`config.mk`:
```
export PLATFORM = sky130hd
export DESIGN_NAME = mux_bus_seq
export DESIGN_NICKNAME = d
export VERILOG_FILES = /design/src/rtl/mbs_pkg.sv /design/src/rtl/mbs_phase_ctl.sv /design/src/rtl/mbs_strap_latch.sv /design/src/rtl/mbs_req_reg.sv /design/src/rtl/mbs_pin_drive.sv /design/src/rtl/mux_bus_seq.sv
export SDC_FILE = /design/constraint.sdc
export NUM_CORES = 1
export LEC_CHECK = 0
export BUFFER_PORTS_ARGS = -buffer_cell sky130_fd_sc_hd__buf_2
export CAP_MARGIN = 30
export CELL_PAD_IN_SITES_DETAIL_PLACEMENT = 1
export CELL_PAD_IN_SITES_GLOBAL_PLACEMENT = 1
export CORE_ASPECT_RATIO = 1.5
export CORE_MARGIN = 10
export CORE_UTILIZATION = 37
export DETAILED_ROUTE_END_ITERATION = 6
export GPL_TIMING_DRIVEN = 0
export PLACE_DENSITY_LB_ADDON = 0.1
export SLEW_MARGIN = 20
export SYNTH_ARGS = -nofsm -noshare
export SYNTH_HDL_FRONTEND = slang
export SYNTH_HIERARCHICAL = 1
export SYNTH_SLANG_ARGS = --single-unit
```
`constraint.sdc`:
```
create_clock -name clk -period 2.9 [get_ports clk]
set_clock_uncertainty 0.05 [all_clocks]
set_input_delay 0.435 -clock clk [delete_from_list [all_inputs] [get_ports clk]]
set_output_delay 0.435 -clock clk [all_outputs]
set_load 0.005 [all_outputs]
```
`src/rtl/mbs_pkg.sv`:
```
package mbs_pkg;

  typedef enum logic [2:0] {
    PH_IDLE = 3'd0,
    PH_T1   = 3'd1,
    PH_T2   = 3'd2,
    PH_T3   = 3'd3,
    PH_T4   = 3'd4
  } phase_e;

  localparam logic [1:0] RGN_LOWER = 2'b01;
  localparam logic [1:0] RGN_UPPER = 2'b10;

  // Address is kept off the shared bus in T1 when the strap allows it and
  // the accessed region has its own suppress bit set.
  function automatic logic addr_suppressed(input logic [1:0] rgn,
                                           input logic       lo_off,
                                           input logic       hi_off,
                                           input logic       strap_hi);
    logic hit;
    hit = ((rgn == RGN_LOWER) && lo_off) || ((rgn == RGN_UPPER) && hi_off);
    return strap_hi && hit;
  endfunction

  function automatic logic in_data_phase(input phase_e ph);
    return (ph == PH_T2) || (ph == PH_T3) || (ph == PH_T4);
  endfunction

endpackage

```
`src/rtl/mbs_phase_ctl.sv`:
```
module mbs_phase_ctl
  import mbs_pkg::*;
(
  input  logic   clk,
  input  logic   rst_n,
  input  logic   start,
  output logic   accept,
  output phase_e phase
);

  assign accept = (phase == PH_IDLE) && start;

  always_ff @(posedge clk) begin
    if (!rst_n) begin
      phase <= PH_IDLE;
    end else begin
      unique case (phase)
        PH_IDLE: if (start) phase <= PH_T1;
        PH_T1:   phase <= PH_T2;
        PH_T2:   phase <= PH_T3;
        PH_T3:   phase <= PH_T4;
        PH_T4:   phase <= PH_IDLE;
        default: phase <= PH_IDLE;
      endcase
    end
  end

  AST_T1_TO_T2: assert property (@(posedge clk) disable iff (!rst_n)
    phase == PH_T1 |=> phase == PH_T2);
  AST_T3_TO_T4: assert property (@(posedge clk) disable iff (!rst_n)
    phase == PH_T3 |=> phase == PH_T4);
  AST_T4_TO_IDLE: assert property (@(posedge clk) disable iff (!rst_n)
    phase == PH_T4 |=> phase == PH_IDLE);
  AST_BUSY_NO_RESTART: assert property (@(posedge clk) disable iff (!rst_n)
    phase != PH_IDLE |=> phase != PH_T1);

endmodule

```
`src/rtl/mbs_strap_latch.sv`:
```
module mbs_strap_latch (
  input  logic clk,
  input  logic rst_n,
  input  logic strap_pin,
  output logic strap_q
);

  logic run_q;

  // Follows the pin while reset is held, so the value frozen is the one seen
  // at the edge where reset is released.
  always_ff @(posedge clk) begin
    if (!rst_n) begin
      strap_q <= strap_pin;
      run_q   <= 1'b0;
    end else begin
      run_q   <= 1'b1;
    end
  end

  AST_STRAP_FROZEN: assert property (@(posedge clk) disable iff (!rst_n)
    run_q |-> $stable(strap_q));

endmodule

```
`src/rtl/mbs_req_reg.sv`:
```
module mbs_req_reg
  import mbs_pkg::*;
#(
  parameter int ADDR_W = 20,
  parameter int DATA_W = 16
) (
  input  logic              clk,
  input  logic              rst_n,
  input  logic              accept,
  input  logic [ADDR_W-1:0] in_addr,
  input  logic [DATA_W-1:0] in_wdata,
  input  logic              in_write,
  input  logic              in_byte,
  input  logic              in_suppress,
  output logic [ADDR_W-1:0] addr_q,
  output logic [DATA_W-1:0] wdata_q,
  output logic              write_q,
  output logic              byte_q,
  output logic              suppress_q
);

  always_ff @(posedge clk) begin
    if (!rst_n) begin
      addr_q     <= '0;
      wdata_q    <= '0;
      write_q    <= 1'b0;
      byte_q     <= 1'b0;
      suppress_q <= 1'b0;
    end else if (accept) begin
      addr_q     <= in_addr;
      wdata_q    <= in_wdata;
      write_q    <= in_write;
      byte_q     <= in_byte;
      suppress_q <= in_suppress;
    end
  end

endmodule

```
`src/rtl/mbs_pin_drive.sv`:
```
module mbs_pin_drive
  import mbs_pkg::*;
#(
  parameter int ADDR_W = 20,
  parameter int DATA_W = 16
) (
  input  logic              clk,
  input  logic              rst_n,
  input  phase_e            phase,
  input  logic [ADDR_W-1:0] addr_q,
  input  logic [DATA_W-1:0] wdata_q,
  input  logic              write_q,
  input  logic              byte_q,
  input  logic              suppress_q,
  output logic [DATA_W-1:0] ad_out,
  output logic              ad_oe,
  output logic [ADDR_W-1:0] ab_out,
  output logic              ab_oe,
  output logic [DATA_W/2-1:0] ahi_out,
  output logic              ahi_oe
);

  localparam int HI_W = DATA_W / 2;

  logic addr_slot;
  logic data_slot;
  logic busy;

  assign addr_slot = (phase == PH_T1);
  assign data_slot = in_data_phase(phase);
  assign busy      = addr_slot || data_slot;

  always_comb begin
    ad_out = '0;
    if (addr_slot) begin
      ad_out = addr_q[DATA_W-1:0];
    end else if (data_slot && write_q) begin
      ad_out = byte_q ? {{HI_W{1'b0}}, wdata_q[HI_W-1:0]} : wdata_q;
    end
  end

  assign ad_oe   = (addr_slot && !suppress_q) || (data_slot && write_q);
  assign ab_out  = addr_q;
  assign ab_oe   = busy;
  assign ahi_out = addr_q[DATA_W-1:HI_W];
  assign ahi_oe  = byte_q && ((addr_slot && !suppress_q) || data_slot);

  AST_AB_HELD: assert property (@(posedge clk) disable iff (!rst_n)
    data_slot |-> ab_oe && $stable(ab_out));
  AST_READ_RELEASES: assert property (@(posedge clk) disable iff (!rst_n)
    (data_slot && !write_q) |-> !ad_oe);
  AST_WDATA_HELD: assert property (@(posedge clk) disable iff (!rst_n)
    (phase == PH_T3 && write_q) |-> ad_oe && $stable(ad_out));
  AST_BYTE_UPPER_DATA: assert property (@(posedge clk) disable iff (!rst_n)
    (data_slot && byte_q) |-> ahi_oe);
  AST_WORD_NO_UPPER: assert property (@(posedge clk) disable iff (!rst_n)
    !byte_q |-> !ahi_oe);

endmodule

```
`src/rtl/mux_bus_seq.sv`:
```
module mux_bus_seq
  import mbs_pkg::*;
#(
  parameter int ADDR_W = 20,
  parameter int DATA_W = 16
) (
  input  logic                clk,
  input  logic                rst_n,
  input  logic                strap_addr_drive,
  input  logic                req_valid,
  output logic                req_ready,
  input  logic [ADDR_W-1:0]   req_addr,
  input  logic [DATA_W-1:0]   req_wdata,
  input  logic                req_write,
  input  logic                req_byte,
  input  logic [1:0]          req_region,
  input  logic                cfg_lo_addr_off,
  input  logic                cfg_hi_addr_off,
  output logic                done,
  output logic [DATA_W-1:0]   rdata,
  output logic [2:0]          bus_phase,
  output logic [DATA_W-1:0]   ad_out,
  output logic                ad_oe,
  input  logic [DATA_W-1:0]   ad_in,
  output logic [ADDR_W-1:0]   ab_out,
  output logic                ab_oe,
  output logic [DATA_W/2-1:0] ahi_out,
  output logic                ahi_oe
);

  localparam int HI_W = DATA_W / 2;

  phase_e              phase;
  logic                accept;
  logic                strap_q;
  logic                suppress_now;
  logic [ADDR_W-1:0]   addr_q;
  logic [DATA_W-1:0]   wdata_q;
  logic                write_q;
  logic                byte_q;
  logic                suppress_q;
  logic [DATA_W-1:0]   rdata_q;
  logic                capture_evt;

  mbs_strap_latch u_strap (
    .clk       (clk),
    .rst_n     (rst_n),
    .strap_pin (strap_addr_drive),
    .strap_q   (strap_q)
  );

  mbs_phase_ctl u_phase (
    .clk    (clk),
    .rst_n  (rst_n),
    .start  (req_valid),
    .accept (accept),
    .phase  (phase)
  );

  assign suppress_now = addr_suppressed(req_region, cfg_lo_addr_off,
                                        cfg_hi_addr_off, strap_q);

  mbs_req_reg #(.ADDR_W(ADDR_W), .DATA_W(DATA_W)) u_req (
    .clk         (clk),
    .rst_n       (rst_n),
    .accept      (accept),
    .in_addr     (req_addr),
    .in_wdata    (req_wdata),
    .in_write    (req_write),
    .in_byte     (req_byte),
    .in_suppress (suppress_now),
    .addr_q      (addr_q),
    .wdata_q     (wdata_q),
    .write_q     (write_q),
    .byte_q      (byte_q),
    .suppress_q  (suppress_q)
  );

  mbs_pin_drive #(.ADDR_W(ADDR_W), .DATA_W(DATA_W)) u_drive (
    .clk        (clk),
    .rst_n      (rst_n),
    .phase      (phase),
    .addr_q     (addr_q),
    .wdata_q    (wdata_q),
    .write_q    (write_q),
    .byte_q     (byte_q),
    .suppress_q (suppress_q),
    .ad_out     (ad_out),
    .ad_oe      (ad_oe),
    .ab_out     (ab_out),
    .ab_oe      (ab_oe),
    .ahi_out    (ahi_out),
    .ahi_oe     (ahi_oe)
  );

  // Read data is taken at the edge that closes T3.
  assign capture_evt = (phase == PH_T3) && !write_q;

  always_ff @(posedge clk) begin
    if (!rst_n) begin
      rdata_q <= '0;
    end else if (capture_evt) begin
      rdata_q <= byte_q ? {{HI_W{1'b0}}, ad_in[HI_W-1:0]} : ad_in;
    end
  end

  assign rdata     = rdata_q;
  assign done      = (phase == PH_T4);
  assign req_ready = (phase == PH_IDLE);
  assign bus_phase = phase;

  AST_STRAP_FORCES_ADDR: assert property (@(posedge clk) disable iff (!rst_n)
    (!strap_q && phase == PH_T1) |-> ad_oe);
  AST_DONE_SINGLE: assert property (@(posedge clk) disable iff (!rst_n)
    done |=> !done);
  AST_OTHER_REGION_DRIVES: assert property (@(posedge clk) disable iff (!rst_n)
    (accept && req_region != RGN_LOWER && req_region != RGN_UPPER) |=> ad_oe);
  AST_READY_IDLE_ONLY: assert property (@(posedge clk) disable iff (!rst_n)
    req_ready |-> !ab_oe);

endmodule

```
==> metrics.md, run 1 <==
| Metric | Value |
|---|---|
| Post-synth EDFFs | `1` |
| Layout area overhead | `35.69%` |
| Buffers and inverters on the worst path | `2` |
| Setup_tns | `0 ns` |
| Vias in the first global route | `2746` |
| P_sw | `0.5405 mW` |
| Crit end category | `primary output` |
| Overflow after GRT | `0` |
| Commonest non-fill, non-tap cell in the layout | `buf_2` |
| Largest net degree at the start of global routing | `14` |
| ANT cells | `0` |
| Required time worst endpoint | `2.41 ns` |
| Slew headroom | `64.17%` |
| Worst hold margin | `0.2457 ns` |
| TritonCTS clock tree | `yes` |
| Die H | `127.8 um` |
| Die width | `91.88 um` |
| Sw Ratio | `24.32%` |
| Startpoint types | `register` |
| Fmax | `0.4219 GHz` |
| Main synth FF type | `dfxtp_1` |
| Gate Count Post-Synth | `274` |
| CP arrival | `1.89 ns` |
| WS Path Type | `register to primary output` |
| Post-cts sizing count | `0` |
| CTS clk-pin slew, worst paths | `0.05 ns` |
| Layout cells sized above 1 | `43.99%` |
| Power Internal | `1.682 mW` |
| CTS max path bufs | `2` |
| Sequential fraction of design power | `41.3%` |
| Post-CTS Hold Fix Bufs | `0` |
| CTS Root Cell | `clkbuf_16` |
| Post-CTS Setup Inserts | `0` |
| Latest clock arrival within the worst-skew pair | `0.32 ns` |
| R2R setup slack | `1.22 ns` |
| Drc violations | `0` |
| Commonest non-fill, non-tap cells in the layout | `130 x buf_2, 58 x dfxtp_1, 55 x mux2i_1, 40 x nor2b_1, 33 x buf_4` |
| Final WL | `8450 um` |
| Clk sinks | `59` |
| RSZ-0062 raised after global routing | `false` |
| Post-synth ARST share | `0%` |
| Max Fanout on Critical Path | `13` |
| Met1 Routed Length | `3249 um` |
| Max Cap Viol | `0` |
| Overall routing resource usage | `14.39%` |
| Placer Congestion | `0.6964` |
| Met2 WL | `4338 um` |
| Setup WS pre-CTS | `0.8228 ns` |
| DR pass1 iterations | `4` |
| Core ar. | `0.007612 mm^2` |
| Sequence of cells on the critical path | `nor3b_4 > buf_4 > a22o_1 > buf_2` |
| Nets@finish | `476` |
| Max-slew violation count | `0` |
| Final setup fails | `0` |
| Non-Filler Instances | `518` |
| Uppermost layer routed | `met4` |
| CP max stage delay | `0.58 ns` |
| Syn Nets | `336` |
| PnR worst setup slack | `0.5300 ns` |
| TritonCTS Buffers | `9` |
| Initial antenna violation count | `0` |
| Min Tclk post-route | `2.370 ns` |
| PortBufs | `129` |
| Routed len/inst | `16.31 um` |
| DR vias | `2389` |
| Row cnt | `39` |
| Outcome | `finished, final reports clean` |
| Register area share after synthesis | `41.54%` |
| Clock power share | `40.9%` |
| Die area | `0.01174 mm^2` |
| Crit-path leading delay family | `flip-flops` |
| Final Hold Vio Count | `0` |
| Ports | `130` |
| Placed cells | `505` |
| Yosys Warn Count | `6` |
| CP max stage cell | `dfxtp_1` |
| Synth cell types | `30` |
| Comb pwr share | `17.8%` |
| Synthesized area per cell | `10.47 um^2` |
| Worst slew pin tran | `0.5367 ns` |
| Post-DP HPWL | `6715 um` |
| Peak VDD IR | `0.3751 mV` |
| Initial Util | `37.67%` |
| Vias/cell | `4.612` |
| Final total power | `2.223 mW` |
| Leakage | `1.879 nW` |
| Min-delay worst type | `primary input to register` |
| WL met3 | `688 um` |
| H-tree level count | `3` |
| First-pass GRT wire length | `13610 um` |
| Initial DRC count | `42` |
| DRT antenna net count | `0` |
| #FFs+latches synth | `59` |
| Mapped Area | `0.002868 mm^2` |
| Tcrit/Tclk final | `81.72%` |
| Power per cell area | `571.3 mW/mm^2` |
## synthesized netlist by cell type (2+ instances only)
cell,count,area share (%)
clkbuf_1,6,0.79
buf_12,2,1.4
nor2_1,4,0.52
dfxtp_1,58,40
nand2_1,26,3.4
nor3_1,2,0.35
xnor2_1,2,0.61
nor2b_1,40,8.7
a21boi_0,2,0.52
buf_4,33,8.6
nor3b_1,2,0.52
nand3b_1,10,2.6
mux2i_1,55,19
a22o_1,16,4.9
## stage by stage
stage | util [%] | cell area (um^2)
after global routing | 51.12 | 3891
after global placement | 47.83 | 3641
after detailed placement | 47.83 | 3641
after floorplan | - | 2868
after CTS | 51.12 | 3891
final | 51.12 | 3891
## registers in the layout, summed over array words and instances (netlist names)
register and flops:
rdata 16, u_phase/phase 3, u_req/addr_q 20, u_req/byte_q 1, u_req/suppress_q 1, u_req/wdata_q 16
u_req/write_q 1, u_strap/strap_q 1
## power groups by stage
stage,logic (mW),clock network (mW),registers (mW)
after CTS,0.409,0.943,0.918
after detailed placement,0.406,0,0.934
after global routing,0.438,0.979,0.926
after global placement,0.396,0,0.931
final,0.396,0.910,0.917
after floorplan,0.262,0,0.921
## kinds of logic (layout without fill, tap and decap cells)
group,count (synthesis),count (layout),share of synthesized area [%]
XOR/XNOR,2,2,0.6109
buffers and inverters,45,187,12.04
multiplexers,55,55,19.20
flip-flops,59,59,41.54
AND/OR/NAND/NOR,91,91,20.03
AO/OA/AOI/OAI,22,22,6.588
## layer usage
| metal | global-route usage [%] | vias up |
|---|---|---|
| li1 | - | 1184 |
| met5 | 0 | - |
| met1 | 14.20 | 1106 |
| met3 | 6.038 | 10 |
| met2 | 25.29 | 89 |
| met4 | 7.013 | 0 |
## worst register-to-register path: stages (launching register included)
cell and delay [ns]:
dfxtp_1 0.47, nor4b_2 0.32, buf_4 0.17, buf_8 0.16
buf_12 0.16, mux2i_1 0.19, nor2b_1 0.06
## final cells by class
| type | count | area [um^2] |
|---|---|---|
| Clock buffer | 13 | 250.2 |
| Timing Repair Buffer | 129 | 645.6 |
| Sequential cell | 59 | 1191 |
| Buffer | 44 | 341.6 |
| Tap cell | 102 | 127.6 |
| Inverter | 1 | 3.754 |
| Multi-Input combinational cell | 170 | 1331 |
| Fill cell | 957 | 3721 |
## final timing paths
kind                                  startpoint          endpoint  cells after the start
worst max-delay path            u_phase/phase[0]         ad_out[1]                      4
worst min-delay path            strap_addr_drive   u_strap/strap_q                      1
worst max register to register  u_phase/phase[2]  u_req/addr_q[14]                      6
worst min register to register          rdata[1]          rdata[1]                      2
Power figures use the tool's default switching activity.
==> run 2, diff against run 1 <==
- ABC_AREA: not set -> 1
- CORE_UTILIZATION: 37 -> 32
- clock period: 2.9 -> 2.2 ns (I/O delays scaled with it)
==> run 2 against run 1 <==
  * Sequential share of layout area decreased by 2.6 points
  * Hold slack got worse by 0.11 ns
  * Final cell count up 45%
  * Cell area rose by 9.2%
  * Core utilization down 7.0 points
  * Non-clock buffer count increased by 11
  * Via count increased by 39%
  * First-iteration DRC count rose by 43%
  * Die area up 22%
  * Largest power group is now clock
==> metrics.md, run 2 <==
| Metric | Value |
|---|---|
| Outcome | `finished, final reports clean` |
| Latest clock arrival within the worst-skew pair | `0.33 ns (about the same)` |
| Gate Count Post-Synth | `493 (+80%)` |
| Vias/cell | `4.413 (-4.3%)` |
| ANT cells | `0 (unchanged)` |
| TritonCTS clock tree | `yes` |
| CTS clk-pin slew, worst paths | `0.05 ns (about the same)` |
| H-tree level count | `3 (unchanged)` |
| Synthesized area per cell | `6.388 um^2 (-39%)` |
| Die H | `141.5 um (+11%)` |
| WS Path Type | `register to primary output` |
| Post-synth ARST share | `0% (unchanged)` |
| Area after DPL | `0.003939 mm^2 (+8.2%)` |
| Post-DP HPWL | `8543 um (+27%)` |
| Min-Delay Startpoint | `strap_addr_drive` |
| RSZ-0062 raised after global routing | `false` |
| Post-cts sizing count | `0 (unchanged)` |
| Initial DRC count | `60 (+43%)` |
| Hold path depth | `1 (unchanged)` |
| CP max stage cell | `dfxtp_1` |
| DR pass1 iterations | `4 (unchanged)` |
| Power per cell area | `786.5 mW/mm^2 (+38%)` |
| Fmax | `0.4850 GHz` |
| CP arrival | `1.68 ns (-0.21 ns)` |
| Final WL | `10700 um (+27%)` |
| Register area share after synthesis | `37.82% (-3.7 points)` |
| Sequence of cells on the critical path | `nand2_2 > buf_4 > nand4_1 > nand2_1 > buf_2` |
| Buffers and inverters on the worst path | `2 (unchanged)` |
| Post-synth EDFFs | `1 (unchanged)` |
| Layout cells sized above 1 | `32.13% (-12 points)` |
| Min-delay worst type | `primary input to register` |
| Slew headroom | `65.57% (+1.4 points)` |
| Largest net degree at the start of global routing | `12 (-2)` |
| Drc violations | `0 (unchanged)` |
| Initial Util | `32.69% (-5.0 points)` |
| Clk sinks | `59 (unchanged)` |
| R2R setup slack | `0.65 ns (-0.57 ns)` |
| Most common cell in the netlist | `nand2_1` |
| Max Cap Viol | `0 (unchanged)` |
| Vias in the first global route | `3610 (+31%)` |
| Commonest non-fill, non-tap cells in the layout | `143 x nand2_1, 139 x buf_2, 111 x nor2_1, 63 x inv_1, 58 x dfxtp_1` |
| Yosys top cell area share | `36.87% (-3.6 points)` |
| Comb pwr share | `19.5% (+1.7 points)` |
| Required time worst endpoint | `1.82 ns (-0.59 ns)` |
| End of the worst register-to-register path | `u_req/addr_q[4]` |
| Synth top cells by count | `143 x nand2_1, 111 x nor2_1, 63 x inv_1` |
| Post-CTS Setup Inserts | `0 (unchanged)` |
| Layout area overhead | `34.96%` |
| Routed len/inst | `14.20 um (-13%)` |
| DRT antenna net count | `0 (unchanged)` |
| Max Fanout on Critical Path | `11 (-2)` |
| Top cells by area, synth | `dfxtp_1 37%, nand2_1 17%, nor2_1 13%` |
| Crit end category | `primary output` |
| Sequential fraction of design power | `37.0% (-4.3 points)` |
| Ports | `130 (unchanged)` |
| Min Tclk post-route | `2.062 ns` |
| Initial antenna violation count | `0 (unchanged)` |
| Main synth FF type | `dfxtp_1` |
| DR vias | `3323 (+39%)` |
| First-pass GRT wire length | `17370 um (+28%)` |
| Yosys Warn Count | `6 (unchanged)` |
| Setup_tns | `0 ns (unchanged)` |
| Power Internal | `2.412 mW (+43%)` |
| Row cnt | `44 (+13%)` |
| Hold EP | `u_strap/strap_q` |
| Overflow after GRT | `0 (unchanged)` |
| Tcrit/Tclk final | `93.73%` |
| Core ar. | `0.009634 mm^2 (+27%)` |
| CTS Root Cell | `clkbuf_16` |
| Post-synth top area cell | `dfxtp_1` |
| Mapped Area | `0.003149 mm^2 (+9.8%)` |
| Max FFs per register | `20 (unchanged)` |
| Max-slew violation count | `0 (unchanged)` |
| Final total power | `3.343 mW (+50%)` |
| Die width | `101 um (+9.9%)` |
| Non-Filler Instances | `753 (+45%)` |
| Placed cells | `737 (+46%)` |
| Placer Congestion | `0.7744 (+11%)` |
| Worst Reg-to-Reg Cells | `8 (+2)` |
| Crit-path leading delay family | `flip-flops` |
| TritonCTS Buffers | `9 (unchanged)` |
| Synth cell types | `24 (-20%)` |
| Leakage | `2.491 nW (+33%)` |
| Worst slew pin tran | `0.5164 ns (-0.02023 ns)` |
| Post-CTS Hold Fix Bufs | `0 (unchanged)` |
| Peak VDD IR | `0.4180 mV (+11%)` |
| Fin util | `44.12% (-7.0 points)` |
| Sw Ratio | `27.83% (+3.5 points)` |
| Startpoint types | `register` |
| #FFs+latches synth | `59 (unchanged)` |
| Largest Register | `u_req/addr_q` |
| Final instance area | `0.004250 mm^2 (+9.2%)` |
| Commonest non-fill, non-tap cell in the layout | `nand2_1` |
| Syn Nets | `555 (+65%)` |
| P_sw | `0.9303 mW (+72%)` |
| PortBufs | `129 (unchanged)` |
| Worst R2R Start | `u_phase/phase[0]` |
| Clock power share | `43.5% (+2.6 points)` |
| Nets@finish | `695 (+46%)` |
| Die area | `0.01429 mm^2 (+22%)` |
| CTS max path bufs | `2 (unchanged)` |
| Overall routing resource usage | `15.17% (+0.78 points)` |
| Final setup fails | `0 (unchanged)` |
| Final Hold Vio Count | `0 (unchanged)` |
| CP max stage delay | `0.55 ns (-0.03 ns)` |
[run 2: cell count changes in the layout (fill, tap and decap cells not counted), sizes merged, moves of 6 or more]
| cell | before | now |
|---|---|---|
| nand4 | 0 | 16 |
| nand2 | 27 | 147 |
| nand3 | 0 | 9 |
| a22o | 16 | 0 |
| clkbuf | 19 | 13 |
| inv | 1 | 66 |
| mux2i | 55 | 0 |
| buf | 167 | 181 |
| nor2 | 4 | 113 |
| a21oi | 2 | 15 |
| nor2b | 40 | 0 |
[run 2: per-stage QoR]
stage,setup slack [ns],hold WS [ns]
CTS,0.1066,0.1239
global placement,0.4939,0.4088
floorplan,0.8183,0.3789
finish,0.1380,0.1332
detailed placement,0.4674,0.4175
global route,0.03487,0.1250
[run 2: power groups by stage]
stage	sequential (mW)	combinational, mW	clock [mW]
after global placement	1.26	0.652	0
after global routing	1.25	0.749	1.55
after CTS	1.24	0.671	1.49
after detailed placement	1.26	0.667	0
after floorplan	1.24	0.422	0
final	1.24	0.651	1.45
[run 2: logic make-up (layout without fill, tap and decap cells)]
logic type / after synthesis / count (layout) / share of synthesized area (%)
buffers and inverters: 120 / 265 / 20.54
AO/OA/AOI/OAI: 17 / 17 / 2.781
flip-flops: 59 / 59 / 37.82
AND/OR/NAND/NOR: 297 / 297 / 38.86
[run 2: final cells by class]
type	instances	area, um^2
buffer	55	400.4
clock buffer	10	250.2
clock inverter	6	61.31
fill	1315	5384
inverter	65	246.5
multi-input combinational	314	1311
sequential	59	1191
tap	115	143.9
timing repair buffer	129	645.6
[run 2: how the worst max path moves through the flow]
stage / end / slack, ns / startpoint / cells after the start
floorplan: ad_out[0] / 0.82 / u_phase/phase[2] / 5
global placement: ad_oe / 0.49 / u_phase/phase[2] / 5
detailed placement: ad_oe / 0.47 / u_phase/phase[2] / 5
CTS: ad_oe / 0.11 / u_phase/phase[2] / 5
global route: ad_out[8] / 0.03 / u_phase/phase[2] / 5
finish: ad_out[13] / 0.14 / u_phase/phase[2] / 5
[run 2: metal layers]
layer / global-route usage (%) / wire, um / up-vias
met1: 14.79 / 4010 / 1509
met2: 28.84 / 5892 / 79
met4: 5.224 / 144 / 0
met3: 4.618 / 648 / 10
li1: - / - / 1725
met5: 0 / 0 / -
==> run 3, diff against run 2 <==
- CORE_UTILIZATION: 32 -> 31
- SYNTH_HIERARCHICAL: 1 -> not set
==> run 3 against run 2 <==
  * Maximum frequency grew 2.7%
  * Via count shrank 13%
  * Area after synthesis shrank 17%
  * Total power shrank 8.6%
  * Clock power shrank 12%
  * Largest power group unchanged
  * Synthesized cell count shrank 26%
  * Combinational power shrank 13%
  * Cell area shrank 13%
  * Non-clock buffer count shrank 20
  * Final cell count shrank 18%
  * Count of clock-buffer cells in the layout grew 4
  * Register-to-register slack gained 0.06 ns
==> metrics.md, run 3 <==
| Metric | Value |
|---|---|
| Outcome | `finished, final reports clean` |
| Commonest non-fill, non-tap cell in the layout | `buf_2` |
| Setup_tns | `0 ns (unchanged)` |
| Area after DPL | `0.003377 mm^2 (-14%)` |
| DRT antenna net count | `0 (unchanged)` |
| Final Hold Vio Count | `0 (unchanged)` |
| CTS Root Cell | `clkbuf_16` |
| CTS max path bufs | `2 (unchanged)` |
| Required time worst endpoint | `1.82 ns (about the same)` |
| Top cells by area, synth | `dfxtp_1 45%, nand2_1 16%, nand3_1 9.4%` |
| Synth top cells by count | `108 x nand2_1, 58 x dfxtp_1, 49 x nand3_1` |
| Synth Area in Adders | `0% (unchanged)` |
| Post-synthesis compound-gate area fraction | `10.13% (+7.4 points)` |
| Yosys Warn Count | `0 (-6)` |
| Latest clock arrival within the worst-skew pair | `0.33 ns (about the same)` |
| Most common cell in the netlist | `nand2_1` |
| Peak VDD IR | `0.4011 mV (-4.0%)` |
| #FFs+latches synth | `59 (unchanged)` |
| TritonCTS clock tree | `yes` |
| Largest family of logic cells by synthesized area | `simple AND/OR/NAND/NOR gates` |
| Final instance area | `0.003694 mm^2 (-13%)` |
| Startpoint types | `register` |
| Vias/cell | `4.663 (+5.7%)` |
| Commonest non-fill, non-tap cells in the layout | `138 x buf_2, 108 x nand2_1, 57 x dfxtp_1, 49 x nand3_1, 40 x a21oi_1` |
| Min Tclk post-route | `2.008 ns (-0.05384 ns)` |
| Mux share of post-synthesis cell area | `0% (unchanged)` |
| Initial antenna violation count | `0 (unchanged)` |
| Routed len/inst | `15.60 um (+9.8%)` |
| Post-CTS Hold Fix Bufs | `0 (unchanged)` |
| Synth cell types | `22 (-8.3%)` |
| Clk sinks | `59 (unchanged)` |
| Die H | `132.3 um (-6.5%)` |
| Nets@finish | `569 (-18%)` |
| Mapped Area | `0.002605 mm^2 (-17%)` |
| WS Path Type | `register to primary output` |
| ANT cells | `0 (unchanged)` |
| Ports | `130 (unchanged)` |
| TritonCTS Buffers | `9 (unchanged)` |
| Crit end category | `primary output` |
| DR pass1 iterations | `4 (unchanged)` |
| Post-synth ARST share | `0% (unchanged)` |
| RSZ-0062 raised after global routing | `false` |
| Max FFs per register | `20 (unchanged)` |
| H-tree level count | `3 (unchanged)` |
| Post-synth EDFFs | `1 (unchanged)` |
| Drc violations | `0 (unchanged)` |
| Main synth FF type | `dfxtp_1` |
| Die area | `0.01255 mm^2 (-12%)` |
| Power per cell area | `827.3 mW/mm^2 (+5.2%)` |
| Post-DP HPWL | `7489 um (-12%)` |
| Sequential fraction of design power | `39.5% (+2.5 points)` |
| First-pass GRT wire length | `15590 um (-10%)` |
| Leakage | `1.863 nW (-25%)` |
| Overall routing resource usage | `15.68% (+0.51 points)` |
| Min-delay worst type | `primary input to register` |
| Max-slew violation count | `0 (unchanged)` |
| Slew headroom | `64.12% (-1.4 points)` |
| Tcrit/Tclk final | `91.28% (-2.4 points)` |
| CTS clk-pin slew, worst paths | `0.05 ns (about the same)` |
| Sw Ratio | `27.45% (-0.38 points)` |
| Register area share after synthesis | `45.73% (+7.9 points)` |
| Comb pwr share | `18.6% (-0.9 points)` |
| Power Internal | `2.217 mW (-8.1%)` |
| Xor and xnor fraction of the mapped netlist area | `0% (unchanged)` |
| Overflow after GRT | `0 (unchanged)` |
| Worst slew pin tran | `0.5348 ns (+0.01841 ns)` |
| Final WL | `9626 um (-10%)` |
| Final setup fails | `0 (unchanged)` |
| Row cnt | `40 (-9.1%)` |
| Post-Synth Simple-Gate Area | `35.01% (-3.8 points)` |
| Syn Nets | `427 (-23%)` |
| Core ar. | `0.008108 mm^2 (-16%)` |
| Max Fanout on Critical Path | `5 (-6)` |
| Layout area overhead | `41.79%` |
| Vias in the first global route | `3132 (-13%)` |
| Gate Count Post-Synth | `365 (-26%)` |
| Yosys top cell area share | `44.57% (+7.7 points)` |
| Die width | `94.85 um (-6.1%)` |
| DR vias | `2877 (-13%)` |
| Largest net degree at the start of global routing | `11 (-1)` |
| Initial DRC count | `110 (+83%)` |
| Initial Util | `32.13% (-0.56 points)` |
| Placer Congestion | `0.7754 (+0.13%)` |
| Post-synth top area cell | `dfxtp_1` |
| P_sw | `0.8388 mW (-9.8%)` |
| CP arrival | `1.63 ns (-0.05 ns)` |
| PortBufs | `128 (-0.78%)` |
| Max Cap Viol | `0 (unchanged)` |
| Largest Register | `u_req.addr_q` |
| Fmax | `0.4980 GHz (+2.7%)` |
| Layout cells sized above 1 | `34.77% (+2.6 points)` |
| Clock power share | `41.9% (-1.6 points)` |
| Synthesized area per cell | `7.137 um^2 (+12%)` |
==> run 3: worst max-delay path, stage by stage (launching register included) <==
cell      delay [ns]
dfxtp_1         0.35
inv_1           0.15
nand2_2         0.13
a21oi_4         0.20
buf_4           0.17
nand3b_1        0.10
nand2_1         0.09
buf_2           0.11
==> run 3: kinds of logic (layout without fill, tap and decap cells) <==
logic type | count (synthesis) | in the layout
AOI/OAI and AO/OA | 52 | 52
and+or+nand+nor | 210 | 210
DFF | 59 | 59
buffers and inverters | 44 | 191
==> run 3: power groups by stage <==
stage          Clock (mW)  Sequential [mW]  Combinational [mW]
6_report             1.28             1.21               0.569
5_1_grt              1.37             1.22               0.647
4_1_cts              1.32             1.20               0.575
3_5_place_dp            0             1.22               0.568
3_3_place_gp            0             1.22               0.553
2_1_floorplan           0             1.22               0.319
==> run 3: timing repair <==
action,CTS,global route
setup buffers,0,4
resized for setup,2,2
setup endpoints to repair,10,13
pin swaps,0,2
==> run 3: worst paths after layout <==
path | endpoint | cells past startpoint | start | slack, ns
setup / recovery | ad_out[15] | 7 | u_phase.phase[0] | 0.19
hold / removal | u_strap.strap_q | 1 | strap_addr_drive | 0.13
setup reg to reg | rdata[10] | 6 | u_phase.phase[1] | 0.71
hold reg to reg | u_req.addr_q[16] | 2 | u_req.addr_q[16] | 0.42
==> run 3: layer usage <==
layer,share of wire [%],routed length [um],global-route usage (%)
met1,40,3833,16.54
met2,52,4982,27.18
met3,6.9,667,4.846
met4,1.5,142,7.262
met5,0,0,0
==> run 3: stage by stage <==
stage / cells / hold slack, ns / worst slack (ns) / utilization, % / power [mW]
2_1_floorplan: 365 / 0.3789 / 0.6903 / - / 1.541
3_3_place_gp: 598 / 0.4012 / 0.3407 / 41.65 / 1.774
3_5_place_dp: 598 / 0.4077 / 0.3387 / 41.65 / 1.792
4_1_cts: 614 / 0.1217 / 0.01129 / 45.15 / 3.094
5_1_grt: 617 / 0.1193 / 0.05398 / 45.56 / 3.238
6_report: 617 / 0.1306 / 0.1918 / 45.56 / 3.056
==> run 3: area by class of cell <==
cell class | instances | area (um^2)
inverters | 11 | 41.29
clock inverters | 2 | 10.01
well taps | 105 | 131.4
clock buffers | 14 | 264.0
plain buffers | 32 | 192.7
multi-input cells | 262 | 1191
flip-flops and latches | 59 | 1192
fillers | 1112 | 4414
repair buffers | 132 | 670.6
